## config.mk

```make
export PLATFORM = sky130hd
export DESIGN_NAME = tps_sequencer
export DESIGN_NICKNAME = d
export VERILOG_FILES = /design/src/rtl/tps_pkg.sv /design/src/rtl/tps_mode_reg.sv /design/src/rtl/tps_diag.sv /design/src/rtl/tps_rx_guard.sv /design/src/rtl/tps_sequencer.sv
export SDC_FILE = /design/constraint.sdc
export NUM_CORES = 1
export LEC_CHECK = 0
export ABC_AREA = 0
export ABC_CLOCK_PERIOD_IN_PS = 2400
export BUFFER_PORTS_ARGS = -buffer_cell sky130_fd_sc_hd__buf_2
export CORE_MARGIN = 5
export CORE_UTILIZATION = 42
export CTS_CLUSTER_SIZE = 8
export DETAILED_ROUTE_END_ITERATION = 7
export GPL_TIMING_DRIVEN = 0
export SLEW_MARGIN = 10
export SYNTH_ARGS = -nofsm -noshare
export SYNTH_HDL_FRONTEND = slang
export SYNTH_SLANG_ARGS = --single-unit
```

## constraint.sdc

```tcl
create_clock -name clk -period 2.4 [get_ports clk]
set_clock_uncertainty 0.05 [all_clocks]
set_input_delay 0 -clock clk [delete_from_list [all_inputs] [get_ports clk]]
set_output_delay 0 -clock clk [all_outputs]
set_load 0.1 [all_outputs]
```

## src/rtl/tps_pkg.sv

```systemverilog
package tps_pkg;

    typedef enum logic [3:0] {
        PH_SLEEP  = 4'd0,
        PH_WAKE   = 4'd1,
        PH_IDLE   = 4'd2,
        PH_ARM    = 4'd3,
        PH_MCW    = 4'd4,
        PH_DIAG   = 4'd5,
        PH_CHARGE = 4'd6,
        PH_GAP    = 4'd7,
        PH_WRITE  = 4'd8,
        PH_RECV   = 4'd9
    } phase_e;

    // Mode word bits 7..1 in packed order (bit 0 is the start cell).
    typedef struct packed {
        logic       test_follow;
        logic       fixed_thresh;
        logic       sync_out;
        logic [3:0] freq_code;
    } mode_t;

    localparam int DIV_W = 7;
    localparam logic [DIV_W-1:0] DIV_DEFAULT = 7'd119;
    localparam logic [DIV_W-1:0] DIV_BASE    = 7'd113;
    localparam logic [3:0]       CODE_LAST   = 4'd11;
    localparam logic [3:0]       CODE_AUTO   = 4'hF;
    localparam logic [7:0]       DIAG_GOOD   = 8'hAF;
    localparam logic [7:0]       DIAG_BAD    = 8'hFF;

    function automatic int imax(input int a, input int b);
        return (a > b) ? a : b;
    endfunction

    function automatic logic [DIV_W-1:0] div_of(input logic [3:0] code);
        if (code == 4'd0 || code > CODE_LAST)
            return DIV_DEFAULT;
        return DIV_BASE + {3'b000, code};
    endfunction

endpackage

```

## src/rtl/tps_mode_reg.sv

```systemverilog
module tps_mode_reg
    import tps_pkg::*;
#(
    parameter int BIT_CYC = 64
) (
    input  logic  clk,
    input  logic  rst,
    input  logic  active,
    input  logic  ctl,
    output logic  done,
    output mode_t mode
);
    localparam int CW = (BIT_CYC > 2) ? $clog2(BIT_CYC) : 1;
    localparam logic [CW-1:0] C_LAST = CW'(BIT_CYC - 1);
    localparam logic [CW-1:0] C_MID  = CW'(BIT_CYC / 2);

    logic [CW-1:0] cnt;
    logic [2:0]    idx;
    logic [7:1]    shadow;

    assign done = active && (idx == 3'd7) && (cnt == C_LAST);

    always_ff @(posedge clk) begin
        if (rst) begin
            cnt    <= '0;
            idx    <= '0;
            shadow <= '0;
            mode   <= '0;
        end else if (!active) begin
            cnt <= '0;
            idx <= '0;
        end else begin
            if (cnt == C_LAST) begin
                cnt <= '0;
                idx <= idx + 3'd1;
            end else begin
                cnt <= cnt + 1'b1;
            end
            if (cnt == C_MID) begin
                for (int i = 1; i < 8; i++) begin
                    if (idx == 3'(i)) shadow[i] <= ctl;
                end
            end
            if (done) mode <= mode_t'(shadow);
        end
    end

    // the mode word moves only at the end of a complete write
    assert_mode_hold_R5: assert property (@(posedge clk) disable iff (rst)
        !done |=> $stable(mode));

    // a cell index never advances outside an active write
    assert_idle_grid_R5: assert property (@(posedge clk) disable iff (rst)
        !active |=> (idx == 3'd0));

endmodule

```

## src/rtl/tps_diag.sv

```systemverilog
module tps_diag
    import tps_pkg::*;
(
    input  logic       clk,
    input  logic       rst,
    input  logic       fire,
    input  logic       fault,
    output logic       diag_valid,
    output logic [7:0] diag_byte
);
    always_ff @(posedge clk) begin
        if (rst) begin
            diag_valid <= 1'b0;
            diag_byte  <= '0;
        end else begin
            diag_valid <= fire;
            if (fire) diag_byte <= fault ? DIAG_BAD : DIAG_GOOD;
        end
    end

    // a strobed byte is always one of the two legal codes
    assert_diag_code_R7: assert property (@(posedge clk) disable iff (rst)
        diag_valid |-> (diag_byte == DIAG_GOOD || diag_byte == DIAG_BAD));

    // the strobe lasts a single cycle
    assert_diag_pulse_R7: assert property (@(posedge clk) disable iff (rst)
        diag_valid |=> !diag_valid);

endmodule

```

## src/rtl/tps_rx_guard.sv

```systemverilog
module tps_rx_guard #(
    parameter int ABORT_CYC  = 900,
    parameter int MINLOW_CYC = 128
) (
    input  logic clk,
    input  logic rst,
    input  logic active,
    input  logic ctl,
    input  logic ctl_fall,
    input  logic start_found,
    output logic abort_now,
    output logic found
);
    localparam int AW = $clog2(ABORT_CYC + 1);
    localparam logic [AW-1:0] A_END = AW'(ABORT_CYC);
    localparam logic [AW-1:0] A_MIN = AW'(MINLOW_CYC);
    localparam logic [AW-1:0] A_ONE = AW'(1);

    logic          armed;
    logic [AW-1:0] acnt;

    assign abort_now = armed && (acnt == A_END);

    always_ff @(posedge clk) begin
        if (rst || !active) begin
            armed <= 1'b0;
            acnt  <= '0;
            found <= 1'b0;
        end else begin
            if (start_found) found <= 1'b1;
            if (!armed) begin
                if (ctl_fall) begin
                    armed <= 1'b1;
                    acnt  <= A_ONE;
                end
            end else if (ctl && acnt < A_MIN) begin
                armed <= 1'b0;
                acnt  <= '0;
            end else if (acnt != A_END) begin
                acnt <= acnt + 1'b1;
            end
        end
    end

    // an expired abort leaves receive on the next cycle
    assert_abort_exit_R11: assert property (@(posedge clk) disable iff (rst)
        (active && abort_now) |=> !active);

    // once armed, the guard count stays within its window
    assert_abort_window_R11: assert property (@(posedge clk) disable iff (rst)
        armed |-> (acnt != '0 && acnt <= A_END));

endmodule

```

## src/rtl/tps_sequencer.sv

```systemverilog
module tps_sequencer
    import tps_pkg::*;
#(
    parameter int BIT_CYC    = 64,
    parameter int INIT_CYC   = 200,
    parameter int SLEEP_CYC  = 100000,
    parameter int WAKE_CYC   = 2000,
    parameter int DIAG_CYC   = 2000,
    parameter int SYNC_CYC   = 3000,
    parameter int GAP_CYC    = 100,
    parameter int RXS_CYC    = 4000,
    parameter int RXL_CYC    = 20000,
    parameter int ABORT_CYC  = 900,
    parameter int MINLOW_CYC = 128
) (
    input  logic       clk,
    input  logic       rst,
    input  logic       ctl_line,
    input  logic       ant_fault,
    input  logic       start_found,
    output logic [3:0] phase,
    output logic [3:0] freq_code,
    output logic       sync_out,
    output logic       fixed_thresh,
    output logic       test_follow,
    output logic [6:0] div_factor,
    output logic       auto_tune,
    output logic [7:0] diag_byte,
    output logic       diag_valid
);
    localparam int T_MAX = imax(imax(imax(SLEEP_CYC, RXL_CYC), imax(RXS_CYC, SYNC_CYC)),
                                imax(imax(DIAG_CYC, WAKE_CYC), imax(INIT_CYC, GAP_CYC)));
    localparam int TW = $clog2(T_MAX + 1);

    localparam logic [TW-1:0] L_WAKE  = TW'(WAKE_CYC - 1);
    localparam logic [TW-1:0] L_SLEEP = TW'(SLEEP_CYC - 1);
    localparam logic [TW-1:0] L_INIT  = TW'(INIT_CYC - 1);
    localparam logic [TW-1:0] L_DIAG  = TW'(DIAG_CYC - 1);
    localparam logic [TW-1:0] L_SYNC  = TW'(SYNC_CYC - 1);
    localparam logic [TW-1:0] L_GAP   = TW'(GAP_CYC - 1);
    localparam logic [TW-1:0] L_RXS   = TW'(RXS_CYC - 1);
    localparam logic [TW-1:0] L_RXL   = TW'(RXL_CYC - 1);

    phase_e        state, nstate;
    logic [TW-1:0] tmr;
    logic          ctl_q;
    logic          ctl_fall;
    logic          mcw_done;
    logic          diag_fire;
    logic          abort_now;
    logic          rx_found;
    mode_t         mode;

    assign ctl_fall  = ctl_q & ~ctl_line;
    assign diag_fire = (state == PH_DIAG) && (tmr == L_DIAG);

    always_comb begin
        nstate = state;
        unique case (state)
            PH_SLEEP:  if (ctl_fall) nstate = PH_WAKE;
            PH_WAKE:   if (tmr == L_WAKE) nstate = PH_IDLE;
            PH_IDLE:   if (ctl_line) nstate = PH_ARM;
                       else if (tmr == L_SLEEP) nstate = PH_SLEEP;
            PH_ARM:    if (!ctl_line) nstate = PH_MCW;
                       else if (tmr == L_INIT) nstate = PH_DIAG;
            PH_MCW:    if (mcw_done) nstate = PH_DIAG;
            PH_DIAG:   if (tmr == (mode.sync_out ? L_SYNC : L_DIAG)) nstate = PH_CHARGE;
            PH_CHARGE: if (!ctl_line) nstate = PH_GAP;
            PH_GAP:    if (ctl_line) nstate = PH_WRITE;
                       else if (tmr == L_GAP) nstate = PH_RECV;
            PH_WRITE:  if (!ctl_line && tmr == L_GAP) nstate = PH_RECV;
            PH_RECV:   if (abort_now || tmr == (rx_found ? L_RXL : L_RXS)) nstate = PH_IDLE;
            default:   nstate = PH_IDLE;
        endcase
    end

    always_ff @(posedge clk) begin
        if (rst) begin
            state <= PH_IDLE;
            tmr   <= '0;
            ctl_q <= 1'b0;
        end else begin
            state <= nstate;
            ctl_q <= ctl_line;
            if (nstate != state || (state == PH_WRITE && ctl_line))
                tmr <= '0;
            else if (tmr != '1)
                tmr <= tmr + 1'b1;
        end
    end

    tps_mode_reg #(.BIT_CYC(BIT_CYC)) u_mode (
        .clk    (clk),
        .rst    (rst),
        .active (state == PH_MCW),
        .ctl    (ctl_line),
        .done   (mcw_done),
        .mode   (mode)
    );

    tps_diag u_diag (
        .clk        (clk),
        .rst        (rst),
        .fire       (diag_fire),
        .fault      (ant_fault),
        .diag_valid (diag_valid),
        .diag_byte  (diag_byte)
    );

    tps_rx_guard #(.ABORT_CYC(ABORT_CYC), .MINLOW_CYC(MINLOW_CYC)) u_guard (
        .clk         (clk),
        .rst         (rst),
        .active      (state == PH_RECV),
        .ctl         (ctl_line),
        .ctl_fall    (ctl_fall),
        .start_found (start_found),
        .abort_now   (abort_now),
        .found       (rx_found)
    );

    assign phase        = state;
    assign freq_code    = mode.freq_code;
    assign sync_out     = mode.sync_out;
    assign fixed_thresh = mode.fixed_thresh;
    assign test_follow  = mode.test_follow;
    assign div_factor   = div_of(mode.freq_code);
    assign auto_tune    = (mode.freq_code == CODE_AUTO);

    // sleep is left only towards wake-up
    assert_sleep_exit_R3: assert property (@(posedge clk) disable iff (rst)
        (state == PH_SLEEP) |=> (state == PH_SLEEP || state == PH_WAKE));

    // wake-up runs its full length whatever the line does
    assert_wake_hold_R12: assert property (@(posedge clk) disable iff (rst)
        (state == PH_WAKE && tmr != L_WAKE) |=> (state == PH_WAKE));

    // a mode write can only start from arming
    assert_mcw_entry_R5: assert property (@(posedge clk) disable iff (rst)
        (state != PH_ARM && state != PH_MCW) |=> (state != PH_MCW));

    // receive only ever returns to idle
    assert_recv_exit_R10: assert property (@(posedge clk) disable iff (rst)
        (state == PH_RECV) |=> (state == PH_RECV || state == PH_IDLE));

    // the diagnosis strobe appears only right after diagnosis
    assert_diag_place_R7: assert property (@(posedge clk) disable iff (rst)
        diag_valid |-> ($past(state) == PH_DIAG));

endmodule

```

* Yosys cells after proc, flatten, opt, wreduce, memory -nomap -nowiden
Index checks and enable logic that the tools add are counted.
** Storage, ports and cells
- Register bits :: 66
- Bits of input ports :: 5
- Output and inout port bits :: 28
- Word-level logic and storage cells :: 116
** Operators by class
- Add/sub/neg operators :: 5
- Magnitude comparators :: 2
- Equality and inequality tests :: 30
- Muxes and demuxes :: 27
- Bitwise gates (word level) :: 3
- Reduce and logical (&&, ||, !) cells :: 28
** Operators with widths (count)
- $mux W4 :: 13
- $mux W10 :: 4
- $pmux W4 S10 :: 1
- $mux W7 :: 3
- $reduce_and A3 Y1 :: 7
- $add A17 B1 Y17 const B :: 1
- $eq A17 B11 Y1 const B :: 1
- $eq A17 B12 Y1 :: 1
- $eq A17 B15 Y1 :: 1
- $eq A17 B17 Y1 const B :: 1
- $eq A17 B7 Y1 const B :: 1
- $eq A17 B8 Y1 const B :: 1
- $ne A17 B17 Y1 const B :: 1
- $eq A4 B3 Y1 const B :: 4
- $mux W15 :: 1
- $eq A3 B3 Y1 const B :: 4
- $eq A4 B4 Y1 const B :: 3
- $eq A6 B6 Y1 const B :: 2
- $mux W12 :: 1
- $add A10 B1 Y10 const B :: 1
- $eq A10 B10 Y1 const B :: 1
- $lt A10 B8 Y1 const B :: 1
- $ne A10 B10 Y1 const B :: 1
- $eq A4 B2 Y1 const B :: 2
- other kinds (20) :: 38

* Logic depth before layout (Yosys ltp)
- Word-level depth :: 8
- Mapped depth :: 13
- Gate-level depth less buffers :: 11

* By module
Synthesis repeated with hierarchy kept, for this count alone.
** Second synthesis, totals
- Cells, all modules :: 419
- Area total of the unflattened synthesis :: 3628.5 µm²
** Modules (own cells, without submodules)
- tps_sequencer :: instances 1, cells an instance 210, area each 1689.1 µm², sequential area each 440.4 µm²
- tps_mode_reg :: instances 1, cells an instance 112, area each 1096.1 µm², sequential area each 460.4 µm²
- tps_rx_guard :: instances 1, cells an instance 83, area each 710.7 µm², sequential area each 240.2 µm²
- tps_diag :: instances 1, cells an instance 14, area each 132.6 µm², sequential area each 60.1 µm²

* Worst setup path before layout
No wires, ideal clock.
- Path kind :: reg-to-output
- Start :: register, netlist name u_mode.mode[3]
- End :: output div_factor[3]
- Data arrival time :: 3.261 ns
- Data required time :: 2.350 ns
- Path slack :: -0.911 ns
- Cell stages (with the launch flop) :: 3
- Buffers on the path :: 0
- Path through :: dfxtp_1 > inv_1 > o21ai_0
** Between the ends
- Cells in the longest elaborated chain, start to end :: 4
- Elaborated cells on any way between the ends :: 6
** RTL lines
- $gt A4 B4 Y1 or $logic_not A4 Y1 (tied branches) :: line tps_pkg.sv:37 : if (code == 4'd0 || code > CODE_LAST)
- $logic_or A1 B1 Y1 :: line tps_pkg.sv:37
- $mux W1 :: line tps_pkg.sv:37
- $mux W7 * :: line tps_pkg.sv:39 : return DIV_BASE + {3'b000, code};
- end: declaration :: line tps_sequencer.sv:26 : output logic [6:0] div_factor,
Mark *: on every way between the ends. The rest lies on a longest branch, timed or not.

* Final worst setup path
- Start :: register tmr[12]
- End :: register tmr[15]
** Between the ends
- Cells in the longest elaborated chain, start to end :: 7
- Elaborated cells on any way between the ends :: 24
** RTL lines
- start: declaration :: line tps_sequencer.sv:45 : logic [TW-1:0] tmr;
- start signal: assignment :: line tps_sequencer.sv:88 : tmr <= tmr + 1'b1;
- $eq A17 B7 Y1 (tied with other cells) :: line tps_sequencer.sv:70, tps_sequencer.sv:71
- $mux W4 (tied with other cells) :: line tps_sequencer.sv:70 : else if (tmr == L_GAP) nstate = PH_RECV;
- $mux W4 (on tied branches)
- $pmux W4 S10 :: line tps_sequencer.sv:59 : unique case (state)
- $ne A4 B4 Y1 :: line tps_sequencer.sv:85 : if (nstate != state || (state == PH_WRITE && ctl_line))
- $logic_or A1 B1 Y1 :: line tps_sequencer.sv:85
- $reduce_or A2 Y1 (no line)
Several ways; a longest one is shown, not always the timed one.
A chain may end at the register's enable or synchronous reset.

==> flow_summary.ini <==
[status]
status = finished with violations
violations = negative setup slack

[pwr]
ir_worst_vdd_mv = 0.317
finalPower_mw = 2.19
p_seq_share_pct = 47.1
power_density_nw_per_um2 = 529
p_clk_share_pct = 34.9
p_sw_mw = 0.665
p_leak_nw = 1.51
sw_frac_of_total_pct = 30.4
p_int_mw = 1.52
combPwrFrac_pct = 18.0

[global_route]
gr-usage-met2_pct = 24.0
grt_usage_pct = 15.3
grt_pass1_wl_mm = 12.5
grt_busiest_layer = met2
met1_usage_pct = 20.4
grt_max_degree = 12
grt_overflow = 0
grt_pass1_vias = 2618
antenna_found_initial = 0
use_met3_pct = 3.06

[timing]
timing_hold_violations_final = 0
rsz0062_at_grt = yes
report.final.slew_viol_count = 0
relSlewSlack_pct = 62.6
tightest_slew_ns = 0.560
fin_crit_sh_pct = 108
fin_crit_ns = 2.58
fmax_mhz = 387
setup-violations-final = 17
fin_ws_ns = -0.182

[logic_synthesis]
ys.flop_type = dfxtp_1
synth.avg_cell_area_sq_um = 8.29
synthCells = 412
synth-edff-count = 0
netlist_area_sq_um = 3420
yosysUniqueCellTypes = 54
ys_seq_area_share_pct = 35.2
synth_async_sr_flop_share_pct = 0
synth_warnings = 0
ys_ff_latch = 60

[finish]
final_cells = 562
fin_util_pct = 53.0
nNetsFinal = 475
final_common_cell = nor2_1
fillers = 756
register_area_sq_um = 1230
multi_input_area_sq_um = 2130
antenna_cells = 0
final_cell_mix = 53 x nor2_1, 47 x dfxtp_1, 35 x nand2_1
drive_gt1_share_pct = 25.2
area_growth_syn_to_layout_pct = 21.2

[critical_path]
startpoint = tmr[12]
start_kind = flop
worst_path_max_delay_cell = or4_4
crit_chain = or4_4 -> and4bb_4 -> a221oi_4 -> and2_4 -> a31o_1 -> or3_1 -> buf_6 -> buf_8 -> nor3_2
crit_fanout = 5
rrSetupSlack_ns = -0.18
max_stage_delay_ns = 0.55
cp-end-kind = flop
timing_worst_setup_path_type = reg -> reg
r2r-start = tmr[12]
cp_data_required_time_ns = 2.62
arrival_ns = 2.80

[cts]
clkSinkCount = 60
cts-root-buf = clkbuf_8
cts_buffers = 9
clkTransAtPathRegs_ns = 0.07
cts_tree = done
clk_latency_ns = 0.34
htreeDepth = 3
clk_path_buf_depth = 2

[routing]
first_pass_iters = 4
drt_iter0_drc = 168
drc = 0
vias = 2878
wl_per_cell_microns = 13.4
vias_per_cell = 5.12
ant_nets = 0
wl_mm = 7.55

[placement]
dp_hpwl_mm = 5.40
gp_congestion = 0.895
portBuffers = 28
place_inst = 544

[min_path]
hold_class = in -> reg
hold_start = ctl_line

[floorplan]
design.die.area_sq_um = 10000
ios = 33
die_w_microns = 100
core_sq_um = 7810
start_util_pct = 43.7
rows = 32
die_y_microns = 100

[flow_run]
maxCapViolCount = 0
## what timing repair did
action                                  4_1_cts  5_1_grt
hold buffers                                  3        0
gates cloned                                  1        0
gates resized for setup                      25       18
endpoints found under the setup margin       17       25
pin swaps                                    12        7
setup buffers                                 3        4
hold endpoints to repair                      4        0
## per-layer routing
layer | up-vias | part of all wire [%]
met2 | 45 | 45
met1 | 1321 | 49
met5 | - | 0
met3 | 15 | 3.8
met4 | 0 | 2.3
li1 | 1497 | -
## area by class of cell
cell class                      instances  area share (%)
Clock inverter                          5           0.756
Multi-Input combinational cell        304            51.5
Sequential cell                        60            29.8
Buffer                                 23            3.93
Timing Repair Buffer                   39            6.13
Inverter                               19            1.72
Tap cell                              102            3.08
Clock buffer                           10            3.08
## cell families (layout without fill, tap and decap cells)
| kind of cell | Yosys count | in the layout | synth area share, % |
|---|---|---|---|
| AOI/OAI and AO/OA | 40 | 40 | 8.24 |
| xor gates and xnor gates | 28 | 28 | 7.18 |
| adders and majority gates | 14 | 14 | 5.13 |
| buffers and inverters | 50 | 96 | 7.18 |
| DFF | 60 | 60 | 35.2 |
| muxes | 14 | 14 | 4.10 |
| other | 1 | 3 | 0.110 |
| and+or+nand+nor | 205 | 205 | 32.9 |
## final timing paths
check	to	depth (start not counted)
hold reg to reg	u_mode.shadow[1]	2
setup reg to reg	tmr[15]	9
setup / recovery	tmr[15]	9
hold / removal	u_guard.armed	3
## power groups by stage
stage                     Clock [mW]  Combinational (mW)  Sequential [mW]
after CTS                      0.783               0.380             1.03
final                          0.764               0.394             1.03
after detailed placement           0               0.347             1.04
after global placement             0               0.346             1.04
after floorplan                    0               0.237             1.09
after global routing           0.835               0.423             1.03
## state kept, by name (all words and copies together) (netlist names)
register and count:
ctl_q 1, phase 4, tmr 17, u_diag.diag_byte 2, u_diag.diag_valid 1, u_guard.acnt 10, u_guard.armed 1, u_guard.found 1
u_mode.cnt 6, u_mode.idx 3, u_mode.mode 7, u_mode.shadow 7
## stage by stage
step,hold WS (ns),setup WS (ns),area [sq um],TNS (ns)
finish,0.308,-0.182,4140,-2.74
CTS,0.298,-0.215,4040,-3.35
global route,0.373,-0.280,4140,-4.19
floorplan,0.0216,-0.216,3480,-2.13
detailed placement,0.183,-0.453,3750,-5.81
global placement,0.176,-0.466,3750,-5.76
## Yosys cell counts (2+ instances only)
master / number / area [sq um]
dfxtp_1: 60 / 1200
nor2_1: 58 / 218
nand2_1: 36 / 135
xnor2_1: 21 / 184
inv_1: 19 / 71.3
nand3_1: 18 / 90.1
clkbuf_1: 14 / 52.6
ha_1: 14 / 175
mux2i_1: 14 / 140
nand2b_1: 13 / 81.3
nor3_1: 12 / 60.1
a21oi_1: 11 / 55.1
buf_4: 10 / 75.1
nor3_2: 10 / 100
nand4_1: 7 / 43.8
nor4_1: 7 / 43.8
o21ai_0: 7 / 35.0
xor2_1: 7 / 61.3
nor2b_1: 6 / 37.5
nor4b_1: 6 / 52.6
a31oi_1: 5 / 31.3
nor3b_1: 5 / 37.5
a221oi_1: 4 / 35.0
and3_1: 4 / 25.0
buf_2: 4 / 20.0
or3_1: 4 / 25.0
nand3b_1: 3 / 22.5
or4b_1: 3 / 30.0
and2_1: 2 / 12.5
buf_6: 2 / 22.5
nand4bb_1: 2 / 22.5
or2_2: 2 / 12.5
## worst max-delay path: cells and delay by family, from the launching register on
kind,cells,cell delay (ns)
flip-flops,1,0.35
AND/OR/NAND/NOR,5,1.53
AO/OA/AOI/OAI,2,0.28
buffers and inverters,2,0.29
(Power assumes the default switching activity.)
